**config.mk**
```make
export PLATFORM = sky130hd
export DESIGN_NAME = shared_drive_sel
export DESIGN_NICKNAME = d
export VERILOG_FILES = /design/src/rtl/sds_pkg.sv /design/src/rtl/sds_prio_pick.sv /design/src/rtl/sds_init_gate.sv /design/src/rtl/sds_deact_rec.sv /design/src/rtl/shared_drive_sel.sv
export SDC_FILE = /design/constraint.sdc
export NUM_CORES = 1
export LEC_CHECK = 0
export BUFFER_PORTS_ARGS = -buffer_cell sky130_fd_sc_hd__clkbuf_2
export CAP_MARGIN = 20
export CELL_PAD_IN_SITES_DETAIL_PLACEMENT = 1
export CELL_PAD_IN_SITES_GLOBAL_PLACEMENT = 2
export CORE_ASPECT_RATIO = 1.75
export CORE_MARGIN = 2
export CORE_UTILIZATION = 30
export DETAILED_ROUTE_END_ITERATION = 8
export PLACE_DENSITY = 0.91
export SLEW_MARGIN = 20
export SYNTH_ARGS = -nofsm -noshare
export SYNTH_HDL_FRONTEND = slang
export SYNTH_SLANG_ARGS = --single-unit
```
**constraint.sdc**
```tcl
create_clock -name clk_i -period 8.45 [get_ports clk_i]
set_clock_uncertainty 0.2 [all_clocks]
set_input_delay 0.4225 -clock clk_i [delete_from_list [all_inputs] [get_ports clk_i]]
set_output_delay 0.4225 -clock clk_i [all_outputs]
set_load 0.01 [all_outputs]
```
**src/rtl/sds_pkg.sv**
```systemverilog
package sds_pkg;
  typedef enum logic [1:0] {
    LVL_NONE  = 2'd0,
    LVL_DFLT  = 2'd1,
    LVL_ACT   = 2'd2,
    LVL_RECFG = 2'd3
  } lvl_e;
endpackage

```
**src/rtl/sds_prio_pick.sv**
```systemverilog
module sds_prio_pick #(
  parameter int N     = 4,
  parameter int IDX_W = $clog2(N)
) (
  input  logic [N-1:0]     req_i,
  output logic             any_o,
  output logic [IDX_W-1:0] idx_o,
  output logic             multi_o
);
  always_comb begin
    idx_o = '0;
    for (int i = N - 1; i >= 0; i--) begin
      if (req_i[i]) idx_o = IDX_W'(i);
    end
  end
  assign any_o   = |req_i;
  assign multi_o = |(req_i & (req_i - N'(1)));
endmodule

```
**src/rtl/sds_init_gate.sv**
```systemverilog
module sds_init_gate #(
  parameter bit RST_MODE = 1'b0,
  parameter int CNT_W    = 8
) (
  input  logic             clk_i,
  input  logic             rst_ni,
  input  logic             run_i,
  input  logic             rst_done_i,
  input  logic [CNT_W-1:0] init_cycles_i,
  output logic             open_o
);
  logic run_q;
  logic run_rise;

  always_ff @(posedge clk_i or negedge rst_ni) begin
    if (!rst_ni) run_q <= 1'b0;
    else         run_q <= run_i;
  end
  assign run_rise = run_i & ~run_q;

  if (RST_MODE) begin : g_rst
    logic done_q, blk_q, done_rise;
    logic [CNT_W-1:0] unused_cnt;
    assign unused_cnt = init_cycles_i;
    assign done_rise  = rst_done_i & ~done_q;
    always_ff @(posedge clk_i or negedge rst_ni) begin
      if (!rst_ni) begin
        done_q <= 1'b0;
        blk_q  <= 1'b0;
      end else begin
        done_q <= rst_done_i;
        blk_q  <= (run_rise | blk_q) & ~done_rise;
      end
    end
    assign open_o = run_i & ~run_rise & ~blk_q;
  end else begin : g_cnt
    logic [CNT_W-1:0] cnt_q, remain;
    logic unused_done;
    assign unused_done = rst_done_i;
    assign remain = run_rise ? init_cycles_i : cnt_q;
    always_ff @(posedge clk_i or negedge rst_ni) begin
      if (!rst_ni)           cnt_q <= '0;
      else if (remain != '0) cnt_q <= remain - CNT_W'(1);
      else                   cnt_q <= '0;
    end
    assign open_o = run_i & (remain == '0);
  end
endmodule

```
**src/rtl/sds_deact_rec.sv**
```systemverilog
module sds_deact_rec #(
  parameter int N     = 4,
  parameter int IDX_W = $clog2(N)
) (
  input  logic             clk_i,
  input  logic             rst_ni,
  input  logic [N-1:0]     deact_done_i,
  input  logic [N-1:0]     activating_i,
  output logic             rec_vld_o,
  output logic [IDX_W-1:0] rec_idx_o
);
  logic             pulse_any;
  logic [IDX_W-1:0] pulse_idx;
  logic             unused_multi;

  sds_prio_pick #(.N(N), .IDX_W(IDX_W)) u_pick (
    .req_i   (deact_done_i),
    .any_o   (pulse_any),
    .idx_o   (pulse_idx),
    .multi_o (unused_multi)
  );

  // a configuration starting to load overwrites the default image
  always_ff @(posedge clk_i or negedge rst_ni) begin
    if (!rst_ni) begin
      rec_vld_o <= 1'b0;
      rec_idx_o <= '0;
    end else if (|activating_i) begin
      rec_vld_o <= 1'b0;
    end else if (pulse_any) begin
      rec_vld_o <= 1'b1;
      rec_idx_o <= pulse_idx;
    end
  end
endmodule

```
**src/rtl/shared_drive_sel.sv**
```systemverilog
module shared_drive_sel
  import sds_pkg::*;
#(
  parameter int               N_TASKS  = 4,
  parameter int               DATA_W   = 8,
  parameter int               CNT_W    = 8,
  parameter logic [N_TASKS-1:0] GATE_RST = 4'b1100,
  localparam int              IDX_W    = (N_TASKS > 1) ? $clog2(N_TASKS) : 1
) (
  input  logic                           clk_i,
  input  logic                           rst_ni,
  input  logic [N_TASKS-1:0][DATA_W-1:0] task_data_i,
  input  logic [N_TASKS-1:0]             task_active_i,
  input  logic [N_TASKS-1:0]             task_trans_i,
  input  logic [N_TASKS-1:0]             task_act_dir_i,
  input  logic [N_TASKS-1:0]             deact_done_i,
  input  logic [N_TASKS-1:0]             rst_done_i,
  input  logic [CNT_W-1:0]               init_cycles_i,
  output logic [DATA_W-1:0]              drv_data_o,
  output logic                           drv_valid_o,
  output logic [IDX_W-1:0]               drv_sel_o,
  output logic [1:0]                     drv_level_o,
  output logic                           conflict_o
);
  logic [N_TASKS-1:0] running, gate_open;
  logic               rc_any, rc_multi, ac_any, ac_multi, rec_vld;
  logic [IDX_W-1:0]   rc_idx, ac_idx, rec_idx;
  lvl_e               lvl;

  assign running = task_active_i & ~task_trans_i;

  for (genvar i = 0; i < N_TASKS; i++) begin : g_gate
    sds_init_gate #(.RST_MODE(GATE_RST[i]), .CNT_W(CNT_W)) u_gate (
      .clk_i         (clk_i),
      .rst_ni        (rst_ni),
      .run_i         (running[i]),
      .rst_done_i    (rst_done_i[i]),
      .init_cycles_i (init_cycles_i),
      .open_o        (gate_open[i])
    );
  end

  sds_prio_pick #(.N(N_TASKS), .IDX_W(IDX_W)) u_rc (
    .req_i (task_trans_i), .any_o (rc_any), .idx_o (rc_idx), .multi_o (rc_multi)
  );
  sds_prio_pick #(.N(N_TASKS), .IDX_W(IDX_W)) u_ac (
    .req_i (running), .any_o (ac_any), .idx_o (ac_idx), .multi_o (ac_multi)
  );

  sds_deact_rec #(.N(N_TASKS), .IDX_W(IDX_W)) u_rec (
    .clk_i        (clk_i),
    .rst_ni       (rst_ni),
    .deact_done_i (deact_done_i),
    .activating_i (task_trans_i & task_act_dir_i),
    .rec_vld_o    (rec_vld),
    .rec_idx_o    (rec_idx)
  );

  always_comb begin
    lvl         = LVL_NONE;
    drv_sel_o   = '0;
    drv_valid_o = 1'b0;
    drv_data_o  = '0;
    conflict_o  = 1'b0;
    if (rc_any) begin
      lvl        = LVL_RECFG;
      drv_sel_o  = rc_idx;
      conflict_o = rc_multi;
    end else if (ac_any) begin
      lvl         = LVL_ACT;
      drv_sel_o   = ac_idx;
      conflict_o  = ac_multi;
      drv_valid_o = gate_open[ac_idx];
      drv_data_o  = gate_open[ac_idx] ? task_data_i[ac_idx] : '0;
    end else if (rec_vld) begin
      lvl         = LVL_DFLT;
      drv_sel_o   = rec_idx;
      drv_valid_o = 1'b1;
    end
  end
  assign drv_level_o = lvl;
endmodule

```
==> impl_metrics.env <==
export IMPL_outcome="complete, but fails checks"
export IMPL_violations="hold timing"
export IMPL_synth_fp_nets=300
export IMPL_dpl_hpwl_um=5010
export IMPL_area_delta_synth_final_pct=25.3
export IMPL_layout_common_cells="73 x clkbuf_2, 49 x nor2_1, 27 x dfrtp_1"
export IMPL_portBuffers=73
export IMPL_cts_max_level=1
export IMPL_irDropWorstVdd_mv=0.113
export IMPL_synth_cell_area_sq_mm=0.00207
export IMPL_cts_repair_resized=0
export IMPL_setup_tns_ns=0
export IMPL_leakagePower_nw=1.19
export IMPL_drive_gt1_share_pct=31.6
export IMPL_max_slew_margin_pct=39.0
export IMPL_antenna_cells=0
export IMPL_antenna_left=0
export IMPL_synth_flop_cell="dfrtp_1"
export IMPL_min_period_ns=3.84
export IMPL_num_vias=2078
export IMPL_grtUsageTotal_pct=17.1
export IMPL_finalNetCount=371
export IMPL_worst_hold_slack_ns=-0.00584
export IMPL_cp_max_fo=12
export IMPL_cp_endpoint="drv_data_o[6]"
export IMPL_antenna_found_initial=0
export IMPL_syn_mean_instance_area_sq_um=8.84
export IMPL_maxCapViolations=0
export IMPL_synthTopCellsByArea="dfrtp_1 33%, mux2i_1 9.2%, nor2_1 8.9%, a2111oi_2 5.1%, xnor2_1 3.4%"
export IMPL_cpMaxStageDelayCell="or3b_1"
export IMPL_fp_dieH_um=114
export IMPL_wl_um=6220
export IMPL_netlist_cell_type_count=49
export IMPL_end_kind="output pin"
export IMPL_cts_hold_buf=0
export IMPL_ys_ff_latch=27
export IMPL_first_pass_iters=4
export IMPL_die_area_sq_mm=0.00760
export IMPL_cts_sinks=27
export IMPL_post_route_period_util_pct=45.5
export IMPL_rsz0062_at_grt="false"
export IMPL_hold_class="input port to async pin"
export IMPL_routedWlPerCell_um=16.0
export IMPL_yosysTopAreaCell="dfrtp_1"
export IMPL_path_clk_slew_ns=0.07
export IMPL_gp_congestion=0.775
export IMPL_yosysSeqAreaShare_pct=32.6
export IMPL_first_iter_violations=88
export IMPL_initial_core_util_pct=30.6
export IMPL_yosysWarningCount=0
export IMPL_numCtsBuffers=3
export IMPL_grt_pass1_vias=2238
export IMPL_fin_ws_ns=4.61
export IMPL_post_place_ws_ns=4.61
export IMPL_max_freq_mhz=260
export IMPL_critPathMaxStageDelay_ns=0.62
export IMPL_dp_cells=384
export IMPL_start_kind="flip-flop"
export IMPL_clk_path_buf_depth=2
export IMPL_avgViaCountPerCell=5.36
export IMPL_cts_tree="yes"
export IMPL_worst_slew_pin_slew_ns=0.909
export IMPL_crit_chain="or3b_1 > mux2i_1 > ha_1 > nand3_1 > nor4_1 > o211ai_4 > a2111oi_4 > clkbuf_2"
export IMPL_grt_pass1_wl_um=10200
export IMPL_r2r_cells=5
export IMPL_report_final_slew_viol_count=0
export IMPL_r2r_end="g_gate[1].u_gate.g_cnt.cnt_q[3]"
export IMPL_postCtsSetupBuffers=0
export IMPL_finalHoldViolCount=6
export IMPL_gr_total_overflow=0
export IMPL_power_density_mw_per_mm2=188
export IMPL_drc_errors=0
export IMPL_rrSetupSlack_ns=5.96
export IMPL_async_reset_ff_share_pct=100
export IMPL_die_x_um=66.8
export IMPL_netlist_instances=234
export IMPL_ios=76
export IMPL_cp_arrival_ns=3.22
export IMPL_placementRows=40
export IMPL_core_area_sq_mm=0.00676
export IMPL_required_ns=7.83
export IMPL_clk_insertion_delay_late_ns=0.27
export IMPL_synth_edf_count=0
export IMPL_clockRootBuffer="clkbuf_16"
export IMPL_synth_top_area_share_pct=32.6
export IMPL_grt_max_degree=28
export IMPL_rr_startpoint="g_gate[1].u_gate.run_q"
export IMPL_startpoint="g_gate[1].u_gate.run_q"
export IMPL_final_common_cell="clkbuf_2"
export IMPL_crit_type="flip-flop to output pin"
export IMPL_layout_cells_non_filler=388
export IMPL_setup_viol=0
-- stage by stage --
stage,util [%],power [W],instance area [sq um],hold slack (ns)
after floorplan,-,0.000320,2070,-0.0731
after global placement,37.2,0.000370,2510,0.283
after global routing,38.4,0.000528,2590,0.0547
final,38.4,0.000488,2590,-0.00584
after detailed placement,37.2,0.000382,2510,0.298
after CTS,38.4,0.000495,2590,0.0108
-- kinds of logic (layout without fill, tap and decap cells) --
| family | Yosys count | count (layout) | synth area share, % |
|---|---|---|---|
| AOI/OAI and AO/OA | 45 | 45 | 19.5 |
| xor gates and xnor gates | 12 | 12 | 5.08 |
| adders and majority gates | 6 | 6 | 3.39 |
| buffers and inverters | 14 | 84 | 2.60 |
| DFF | 27 | 27 | 32.6 |
| muxes | 19 | 19 | 9.19 |
| and+or+nand+nor | 111 | 111 | 27.6 |
-- critical path: cells and delay by family (launching register included) --
kind	cells	cell delay, ns
simple gates	3	1.10
compound gates	2	0.62
flops	1	0.41
mux	1	0.34
fa+ha+maj	1	0.28
buf+inv	1	0.19
-- worst min path at each step --
stage	start	to	slack, ns	cells after the start
after global routing	rst_ni	g_gate[0].u_gate.g_cnt.cnt_q[3]	0.05	1
after global placement	g_gate[2].u_gate.g_rst.done_q	g_gate[2].u_gate.g_rst.blk_q	0.28	2
after floorplan	rst_ni	g_gate[0].u_gate.g_cnt.cnt_q[0]	-0.07	0
after CTS	rst_ni	u_rec.rec_vld_o	0.01	1
final	rst_ni	u_rec.rec_vld_o	-0.006	1
after detailed placement	g_gate[2].u_gate.g_rst.done_q	g_gate[2].u_gate.g_rst.blk_q	0.30	2
-- power breakdown --
group          switching [W]  total (W)  internal (W)
clock              0.0000458   0.000110     0.0000640
combinational      0.0000942   0.000171     0.0000770
sequential         0.0000383   0.000207      0.000169
total               0.000178   0.000488      0.000310
-- Yosys cell counts, types with 5 or more instances --
cell type / number
a2111oi_2: 7
nor2_1: 49
nor4_1: 5
a21oi_1: 8
nand2_1: 13
xnor2_1: 8
clkbuf_1: 6
inv_1: 5
dfrtp_1: 27
o21ai_0: 5
nand3_1: 7
mux2i_1: 19
nor3_1: 10
-- per-layer routing --
metal	track usage (%)	up-vias	wire length, um
met2	33.4	70	3380
met3	2.17	7	369
met1	17.9	1001	2360
met4	5.71	0	120
li1	-	1000	-
met5	0	-	0
-- layout make-up --
class,count,area [sq um]
clock buffer,3,75.1
clock inverter,1,5.00
fill,840,4160
inverter,7,26.3
multi-input combinational,193,1340
sequential,27,676
tap,84,105
timing repair buffer,73,365
-- sequential cells by signal, indices dropped and copies added (netlist names) --
name,flops
g_gate.u_gate.g_cnt.cnt_q,16
g_gate.u_gate.g_rst.blk_q,2
u_rec.rec_vld_o,1
u_rec.rec_idx_o,2
g_gate.u_gate.g_rst.done_q,2
g_gate.u_gate.run_q,4
Note: power is estimated with default switching activity, not from simulation.
